--- src/rtl/dptr_pkg.sv ---
package dptr_pkg;
  localparam int PTR_W  = 16;
  localparam int BYTE_W = 8;
  localparam int NUM_PTR = 2;

  localparam logic [7:0] ADDR_P0_LO = 8'h82;
  localparam logic [7:0] ADDR_P0_HI = 8'h83;
  localparam logic [7:0] ADDR_P1_LO = 8'h84;
  localparam logic [7:0] ADDR_P1_HI = 8'h85;
  localparam logic [7:0] ADDR_CTRL  = 8'h86;

  // control byte layout
  localparam int BIT_SEL  = 0;
  localparam int BIT_AUTO = 4;
  localparam int BIT_TOGL = 5;
  localparam int BIT_DIR0 = 6;
  localparam int BIT_DIR1 = 7;
  localparam logic [7:0] CTRL_MASK = 8'hF1;
endpackage

--- src/rtl/dptr_ctrl.sv ---
module dptr_ctrl
  import dptr_pkg::*;
(
  input  logic              clk_i,
  input  logic              rst_ni,
  input  logic              wr_i,
  input  logic [BYTE_W-1:0] wdata_i,
  input  logic              toggle_i,
  output logic [BYTE_W-1:0] ctrl_o
);
  logic [BYTE_W-1:0] ctrl_q;

  always_ff @(posedge clk_i or negedge rst_ni) begin
    if (!rst_ni)       ctrl_q <= '0;
    else if (wr_i)     ctrl_q <= wdata_i & CTRL_MASK;
    else if (toggle_i) ctrl_q[BIT_SEL] <= ~ctrl_q[BIT_SEL];
  end

  assign ctrl_o = ctrl_q;

  p_toggle_flips_r6: assert property (@(posedge clk_i) disable iff (!rst_ni)
    (toggle_i && !wr_i) |=> (ctrl_q[BIT_SEL] != $past(ctrl_q[BIT_SEL])));
  p_write_wins_r9: assert property (@(posedge clk_i) disable iff (!rst_ni)
    wr_i |=> (ctrl_q[BIT_SEL] == $past(wdata_i[BIT_SEL])));
  p_reserved_zero_r3: assert property (@(posedge clk_i) disable iff (!rst_ni)
    ctrl_q[3:1] == 3'b000);
endmodule

--- src/rtl/dptr_word.sv ---
module dptr_word
  import dptr_pkg::*;
(
  input  logic              clk_i,
  input  logic              rst_ni,
  input  logic              wr_lo_i,
  input  logic              wr_hi_i,
  input  logic [BYTE_W-1:0] wdata_i,
  input  logic              load_i,
  input  logic [PTR_W-1:0]  load_val_i,
  input  logic              step_i,
  input  logic              step_dn_i,
  output logic [PTR_W-1:0]  q_o
);
  logic [PTR_W-1:0] q_q, stepped;

  assign stepped = step_dn_i ? q_q - PTR_W'(1) : q_q + PTR_W'(1);

  always_ff @(posedge clk_i or negedge rst_ni) begin
    if (!rst_ni) begin
      q_q <= '0;
    end else if (wr_lo_i || wr_hi_i) begin
      if (wr_lo_i) q_q[BYTE_W-1:0]     <= wdata_i;
      if (wr_hi_i) q_q[PTR_W-1:BYTE_W] <= wdata_i;
    end else if (load_i) begin
      q_q <= load_val_i;
    end else if (step_i) begin
      q_q <= stepped;
    end
  end

  assign q_o = q_q;

  p_lo_write_keeps_hi_r9: assert property (@(posedge clk_i) disable iff (!rst_ni)
    (wr_lo_i && !wr_hi_i) |=> (q_q[PTR_W-1:BYTE_W] == $past(q_q[PTR_W-1:BYTE_W])));
  p_step_by_one_r4: assert property (@(posedge clk_i) disable iff (!rst_ni)
    (step_i && !wr_lo_i && !wr_hi_i && !load_i) |=>
      (q_q == ($past(step_dn_i) ? $past(q_q) - PTR_W'(1) : $past(q_q) + PTR_W'(1))));
  p_idle_hold_r5: assert property (@(posedge clk_i) disable iff (!rst_ni)
    (!step_i && !load_i && !wr_lo_i && !wr_hi_i) |=> $stable(q_q));
endmodule

--- src/rtl/dptr_pair_unit.sv ---
module dptr_pair_unit
  import dptr_pkg::*;
(
  input  logic              clk_i,
  input  logic              rst_ni,
  input  logic [7:0]        sfr_addr_i,
  input  logic              sfr_wr_i,
  input  logic [BYTE_W-1:0] sfr_wdata_i,
  output logic [BYTE_W-1:0] sfr_rdata_o,
  input  logic              ev_movx_i,
  input  logic              ev_movc_i,
  input  logic              ev_inc_i,
  input  logic              ev_load_i,
  input  logic [PTR_W-1:0]  load_val_i,
  output logic [PTR_W-1:0]  ptr_o,
  output logic              sel_o
);
  logic [BYTE_W-1:0] ctrl;
  logic [PTR_W-1:0]  ptr [NUM_PTR];
  logic              qual_move, do_step, do_toggle;
  logic              sel;

  assign sel       = ctrl[BIT_SEL];
  assign qual_move = ev_movx_i || ev_movc_i;
  assign do_step   = ev_inc_i || (ctrl[BIT_AUTO] && qual_move);
  assign do_toggle = ctrl[BIT_TOGL] && (qual_move || ev_load_i);

  dptr_ctrl u_ctrl (
    .clk_i    (clk_i),
    .rst_ni   (rst_ni),
    .wr_i     (sfr_wr_i && (sfr_addr_i == ADDR_CTRL)),
    .wdata_i  (sfr_wdata_i),
    .toggle_i (do_toggle),
    .ctrl_o   (ctrl)
  );

  for (genvar i = 0; i < NUM_PTR; i++) begin : g_ptr
    localparam logic [7:0] LO_A = (i == 0) ? ADDR_P0_LO : ADDR_P1_LO;
    localparam logic [7:0] HI_A = (i == 0) ? ADDR_P0_HI : ADDR_P1_HI;
    localparam int         DIRB = (i == 0) ? BIT_DIR0 : BIT_DIR1;
    logic active;
    assign active = (sel == 1'(i));

    dptr_word u_word (
      .clk_i      (clk_i),
      .rst_ni     (rst_ni),
      .wr_lo_i    (sfr_wr_i && (sfr_addr_i == LO_A)),
      .wr_hi_i    (sfr_wr_i && (sfr_addr_i == HI_A)),
      .wdata_i    (sfr_wdata_i),
      .load_i     (active && ev_load_i),
      .load_val_i (load_val_i),
      .step_i     (active && do_step),
      .step_dn_i  (ctrl[DIRB]),
      .q_o        (ptr[i])
    );
  end

  always_comb begin
    unique case (sfr_addr_i)
      ADDR_P0_LO: sfr_rdata_o = ptr[0][BYTE_W-1:0];
      ADDR_P0_HI: sfr_rdata_o = ptr[0][PTR_W-1:BYTE_W];
      ADDR_P1_LO: sfr_rdata_o = ptr[1][BYTE_W-1:0];
      ADDR_P1_HI: sfr_rdata_o = ptr[1][PTR_W-1:BYTE_W];
      ADDR_CTRL:  sfr_rdata_o = ctrl;
      default:    sfr_rdata_o = '0;
    endcase
  end

  assign ptr_o = sel ? ptr[1] : ptr[0];
  assign sel_o = sel;

  p_one_event_r10: assert property (@(posedge clk_i) disable iff (!rst_ni)
    $countones({ev_movx_i, ev_movc_i, ev_inc_i, ev_load_i}) <= 1);
  p_inc_no_toggle_r6: assert property (@(posedge clk_i) disable iff (!rst_ni)
    (ev_inc_i && !sfr_wr_i) |=> $stable(sel_o));
  p_load_value_r7: assert property (@(posedge clk_i) disable iff (!rst_ni)
    (ev_load_i && !ctrl[BIT_TOGL] && !sfr_wr_i) |=> (ptr_o == $past(load_val_i)));
endmodule

--- config.mk ---
export PLATFORM = sky130hd
export DESIGN_NAME = dptr_pair_unit
export DESIGN_NICKNAME = d
export VERILOG_FILES = /design/src/rtl/dptr_pkg.sv /design/src/rtl/dptr_ctrl.sv /design/src/rtl/dptr_word.sv /design/src/rtl/dptr_pair_unit.sv
export SDC_FILE = /design/constraint.sdc
export NUM_CORES = 1
export LEC_CHECK = 0
export BUFFER_PORTS_ARGS = -buffer_cell sky130_fd_sc_hd__buf_2
export CAP_MARGIN = 20
export CORE_ASPECT_RATIO = 0.8
export CORE_UTILIZATION = 53
export CTS_CLUSTER_SIZE = 30
export DETAILED_ROUTE_END_ITERATION = 8
export MAX_ROUTING_LAYER = met4
export PLACE_DENSITY_LB_ADDON = 0.05
export SYNTH_ARGS = -nofsm -noshare
export SYNTH_HDL_FRONTEND = slang
export SYNTH_SLANG_ARGS = --single-unit
--- constraint.sdc ---
create_clock -name clk_i -period 2.5 [get_ports clk_i]
set_input_delay 0.5 -clock clk_i [delete_from_list [all_inputs] [get_ports clk_i]]
set_output_delay 0.5 -clock clk_i [all_outputs]
set_load 0.02 [all_outputs]
Word level (Yosys, flattened, before mapping)
Cells that the tools add are included.
- memory bits (read-only): 0
- latch bits: 0
- input port bits: 39
- output and inout bits: 25
- word-level logic and storage cells: 59
- memories: 0
- register bits: 37
- RAM bits: 0
- $lt $le $gt $ge: 0
- divide/modulo/power cells: 0
- bitwise operators: 1
- reductions and logical operators: 23
- $add $sub $neg: 4
- shifts and indexed selects: 0
- multiply operators: 0
- equality and inequality tests: 9
- muxes and demuxes: 16
- operators with widths (operator ; count):
    16-bit 2-to-1 mux ; 9
    8-bit == test (second input constant) ; 5
    8-bit case mux with 5 select lines ; 1
    16-bit by 1-bit adder with 16-bit output (second input constant) ; 2
    8-bit 2-to-1 mux ; 4
    16-bit by 1-bit subtractor with 16-bit output (second input constant) ; 2
    1-bit logical AND ; 11
    2-bit by 1-bit inequality test with 1-bit output (second input constant) ; 4
    2-bit AND reduction ; 4
    3-bit nonzero test ; 2
    1-bit logical OR ; 5
    1-bit 2-to-1 mux ; 2
    2-bit nonzero test ; 1
    1-bit NOT ; 1

Logic depth before layout (Yosys ltp)
- word-level depth: 7
- gate-level depth with buffers: 9
- mapped depth without buffers: 7

Cells and area by module
A second synthesis with hierarchy kept.
- cell total of the unflattened synthesis: 488
- area total of the unflattened synthesis: 4043.9 um2
- modules (own cells, without submodules) (module ; instances ; cells an instance ; area an instance (um2) ; sequential area each (um2)):
    dptr_word at g_ptr[1].u_word ; 1 ; 210 ; 1684.1 ; 400.4
    dptr_word at g_ptr[0].u_word ; 1 ; 185 ; 1526.5 ; 400.4
    dptr_pair_unit ; 1 ; 77 ; 619.3 ; 0.0
    dptr_ctrl ; 1 ; 16 ; 214.0 ; 125.1

Least setup slack after synthesis
Ideal clock, no wire load.
- path kind: in2out
- start: input port sfr_addr_i[6]
- end: output port sfr_rdata_o[1]
- data arrival time: 2.142 ns
- cell stages on the path: 7
- path slack: -0.142 ns
- data required time: 2.000 ns
- path through: or4b_1 -> buf_2 -> nor4b_2 -> and2_1 -> clkbuf_1 -> a22oi_1 -> o21ai_0
- longest elaborated chain between the ends: 2
- RTL lines (item ; line ; source):
    from (decl) ; dptr_pair_unit.sv:6 ; input logic [7:0] sfr_addr_i,
    8-bit == test ; dptr_pair_unit.sv:59 ; unique case (sfr_addr_i)
    8-bit case mux with 5 select lines * ; dptr_pair_unit.sv:59 ;
    to (decl) ; dptr_pair_unit.sv:9 ; output logic [BYTE_W-1:0] sfr_rdata_o,
Mark *: on every way between the ends. The rest lies on a longest branch, timed or not.

Final worst setup path
- start: input port sfr_addr_i[6]
- end: output port sfr_rdata_o[7]
Same word-level chain as after synthesis.

==> impl_metrics.env <==
export IMPL_outcome="complete, but fails checks"
export IMPL_violations="negative setup slack"
export IMPL_io_buffer_count=63
export IMPL_max_cap_violations=0
export IMPL_fin_skew_ns=0.00761
export IMPL_dp_cells=699
export IMPL_fmax_mhz=383
export IMPL_cts_tree="built"
export IMPL_via_per_inst=6.43
export IMPL_synth_xor_area_frac=0.0447
export IMPL_yosysMostFrequentCell="nand2_1"
export IMPL_routabilityCongestion=1.02
export IMPL_synth_nets=574
export IMPL_diodes=0
export IMPL_slew_headroom=0.402
export IMPL_p_seq_frac=0.227
export IMPL_final_min_clock_period_ns=2.61
export IMPL_core_area_mm2=0.00746
export IMPL_io_pins=64
export IMPL_powerDensity_mw_per_mm2=1070
export IMPL_synthMuxAreaShare=0.0942
export IMPL_finalSetupViolations=8
export IMPL_syn_to_final_growth_pct=25.8
export IMPL_yosys_area_top_type="dfrtp_1"
export IMPL_switchingPower_mw=2.71
export IMPL_hp_class="input port to async pin"
export IMPL_grt_pass1_wl_um=22600
export IMPL_grt_pass1_vias=4073
export IMPL_fin_util=0.694
export IMPL_synth_edf_count=0
export IMPL_cts_root_buf="clkbuf_8"
export IMPL_synth_async_reset_ratio=1.00
export IMPL_critPathArrivalTime_ns=2.11
export IMPL_hold_ws_ns=0.313
export IMPL_die_w_um=101
export IMPL_yosys_top_cells_count="47 x nand2_1, 46 x a21oi_1, 39 x nor2_1, 37 x dfrtp_1, 33 x o21ai_0"
export IMPL_synth_top_cell_area_share=0.225
export IMPL_drive_gt1_frac=0.300
export IMPL_overflow=0
export IMPL_synth_compound_area_frac=0.297
export IMPL_yosys_warnings=0
export IMPL_synth_area_top_cells="dfrtp_1 22%, ha_1 8.5%, mux2_2 5.7%"
export IMPL_leakage_nw=2.34
export IMPL_wl_per_cell_um=20.9
export IMPL_worst_slack_ns=-0.110
export IMPL_synth_fa_ha_area_frac=0.0948
export IMPL_worstPathMaxFanout=5
export IMPL_power_frac_clock=0.102
export IMPL_nFillCells=619
export IMPL_dieHeight_um=80.8
export IMPL_worst_slew_pin_slew_ns=0.896
export IMPL_final_cell_area_mm2=0.00518
export IMPL_ys_flop_type="dfrtp_1"
export IMPL_path_class="input port to primary output"
export IMPL_dieArea_mm2=0.00813
export IMPL_cts_buffers=5
export IMPL_htree_levels=2
export IMPL_finalMaxSlewViolations=0
export IMPL_num_nets_final=675
export IMPL_dp_hpwl_um=11500
export IMPL_postSynthCellCount=505
export IMPL_initial_utilization=0.552
export IMPL_r2r_cells=9
export IMPL_syn_area_mm2=0.00412
export IMPL_fin_setup_tns_ns=-0.739
export IMPL_hold_buffers=0
export IMPL_drt_iter0_drc=413
export IMPL_clk_pin_slew_ns=0.08
export IMPL_final_hold_viol_count=0
export IMPL_rows=28
export IMPL_end_kind="primary output"
export IMPL_cp_start_kind="input port"
export IMPL_ff_latch_area_um2=928
export IMPL_grt_max_degree=38
export IMPL_place_ws_ns=-0.246
export IMPL_ir_worst_vdd_v=0.000893
export IMPL_yosysSeqAreaShare=0.225
export IMPL_critPathRequiredTime_ns=2.00
export IMPL_synth_top_family_by_area="compound AO/OA/AOI/OAI gates"
export IMPL_period_share=1.04
export IMPL_clk_latency_ns=0.29
export IMPL_timing_rr_start="u_ctrl.ctrl_o[6]$_DFFE_PN0P_"
export IMPL_instances_no_fill=712
export IMPL_drt_wl_total_um=14900
export IMPL_swShare=0.491
export IMPL_rsz0062_at_grt="yes"
export IMPL_antenna_found_initial=0
export IMPL_synthSimpleGateAreaFrac=0.206
export IMPL_syn_area_per_cell_um2=8.15
export IMPL_num_vias=4580
export IMPL_cts_buffer_depth=2
export IMPL_dpl_instance_area_mm2=0.00483
export IMPL_ant_nets=0
export IMPL_r2r_setup_slack_ns=0.04
export IMPL_drc=0
export IMPL_track_usage=0.384
export IMPL_p_total_mw=5.52
export IMPL_first_pass_iters=6
export IMPL_multi_input_area_mm2=0.00316
export IMPL_synthDistinctLibCells=72
export IMPL_ys_ff_latch=37
export IMPL_worstReg2RegEnd="g_ptr[0].u_word.q_o[13]$_DFFE_PN0P_"
export IMPL_p_int_mw=2.81
export IMPL_cts_sinks=37
export IMPL_comb_power_share=0.670
[power groups by stage]
| stage | clock [mW] | sequential (mW) | combinational [mW] |
|---|---|---|---|
| after CTS | 0.567 | 1.23 | 3.58 |
| after global placement | 0 | 1.24 | 3.46 |
| after global routing | 0.589 | 1.28 | 4.03 |
| final | 0.565 | 1.26 | 3.70 |
| after detailed placement | 0 | 1.24 | 3.55 |
| after floorplan | 0 | 1.10 | 2.47 |
[cell usage in the layout, fill, tap and decap left out, types with 6 or more instances in the layout]
master	instances
xor2_1	9
nand2_1	47
mux2i_1	14
buf_2	54
dfrtp_1	35
o211ai_1	12
buf_6	13
nand3_1	12
mux2_2	21
a221o_1	11
or3_1	6
clkbuf_8	6
o21ai_1	15
a21o_1	10
inv_1	10
nor2_1	39
a21oi_1	44
buf_4	52
ha_1	25
xnor2_1	12
nor3_1	14
o21ai_0	27
and4_1	6
[routing by layer]
layer	track usage	routed length, µm
met5	-	0
met1	0.551	6750
met4	0.0855	310
met3	0.0757	1580
met2	0.558	6230
[state kept, by name, indices dropped and copies added (netlist names)]
name	cells
g_ptr.u_word.q_o	32
u_ctrl.ctrl_o	5
[critical path, stage by stage]
cell,delay [ns]
buf_6,0.10
or4b_4,0.57
nor4b_4,0.29
and2_4,0.21
buf_6,0.11
a221o_1,0.20
buf_6,0.13
[worst max path at each step]
stage | startpoint | end | slack [ns] | cells past startpoint
after floorplan | sfr_addr_i[6] | sfr_rdata_o[0] | 0.02 | 6
after global placement | sfr_addr_i[6] | sfr_rdata_o[1] | -0.23 | 8
after detailed placement | sfr_addr_i[6] | sfr_rdata_o[1] | -0.25 | 8
after CTS | sfr_addr_i[6] | sfr_rdata_o[1] | -0.08 | 8
after global routing | sfr_addr_i[6] | sfr_rdata_o[4] | -0.15 | 7
final | sfr_addr_i[6] | sfr_rdata_o[7] | -0.11 | 7
[repair_timing]
item,CTS,global route
setup endpoints to repair,12,19
buffers inserted,1,4
pin swaps,4,12
gates resized for setup,32,22
[cell families (layout without fill, tap and decap cells)]
family,Yosys count,in the layout
AO/OA/AOI/OAI,183,183
XOR/XNOR,21,21
adder cells (fa/ha/maj),30,30
buffers and inverters,35,137
flip-flops,37,37
multiplexers,36,36
AND/OR/NAND/NOR,163,163
[layout make-up]
class	instances	share of cell area
clock buffer	7	0.0167
clock inverter	1	0.00580
inverter	10	0.00725
multi-input combinational	433	0.610
sequential	37	0.179
tap	105	0.0254
timing repair buffer	119	0.156
Power figures use the tool's default switching activity.
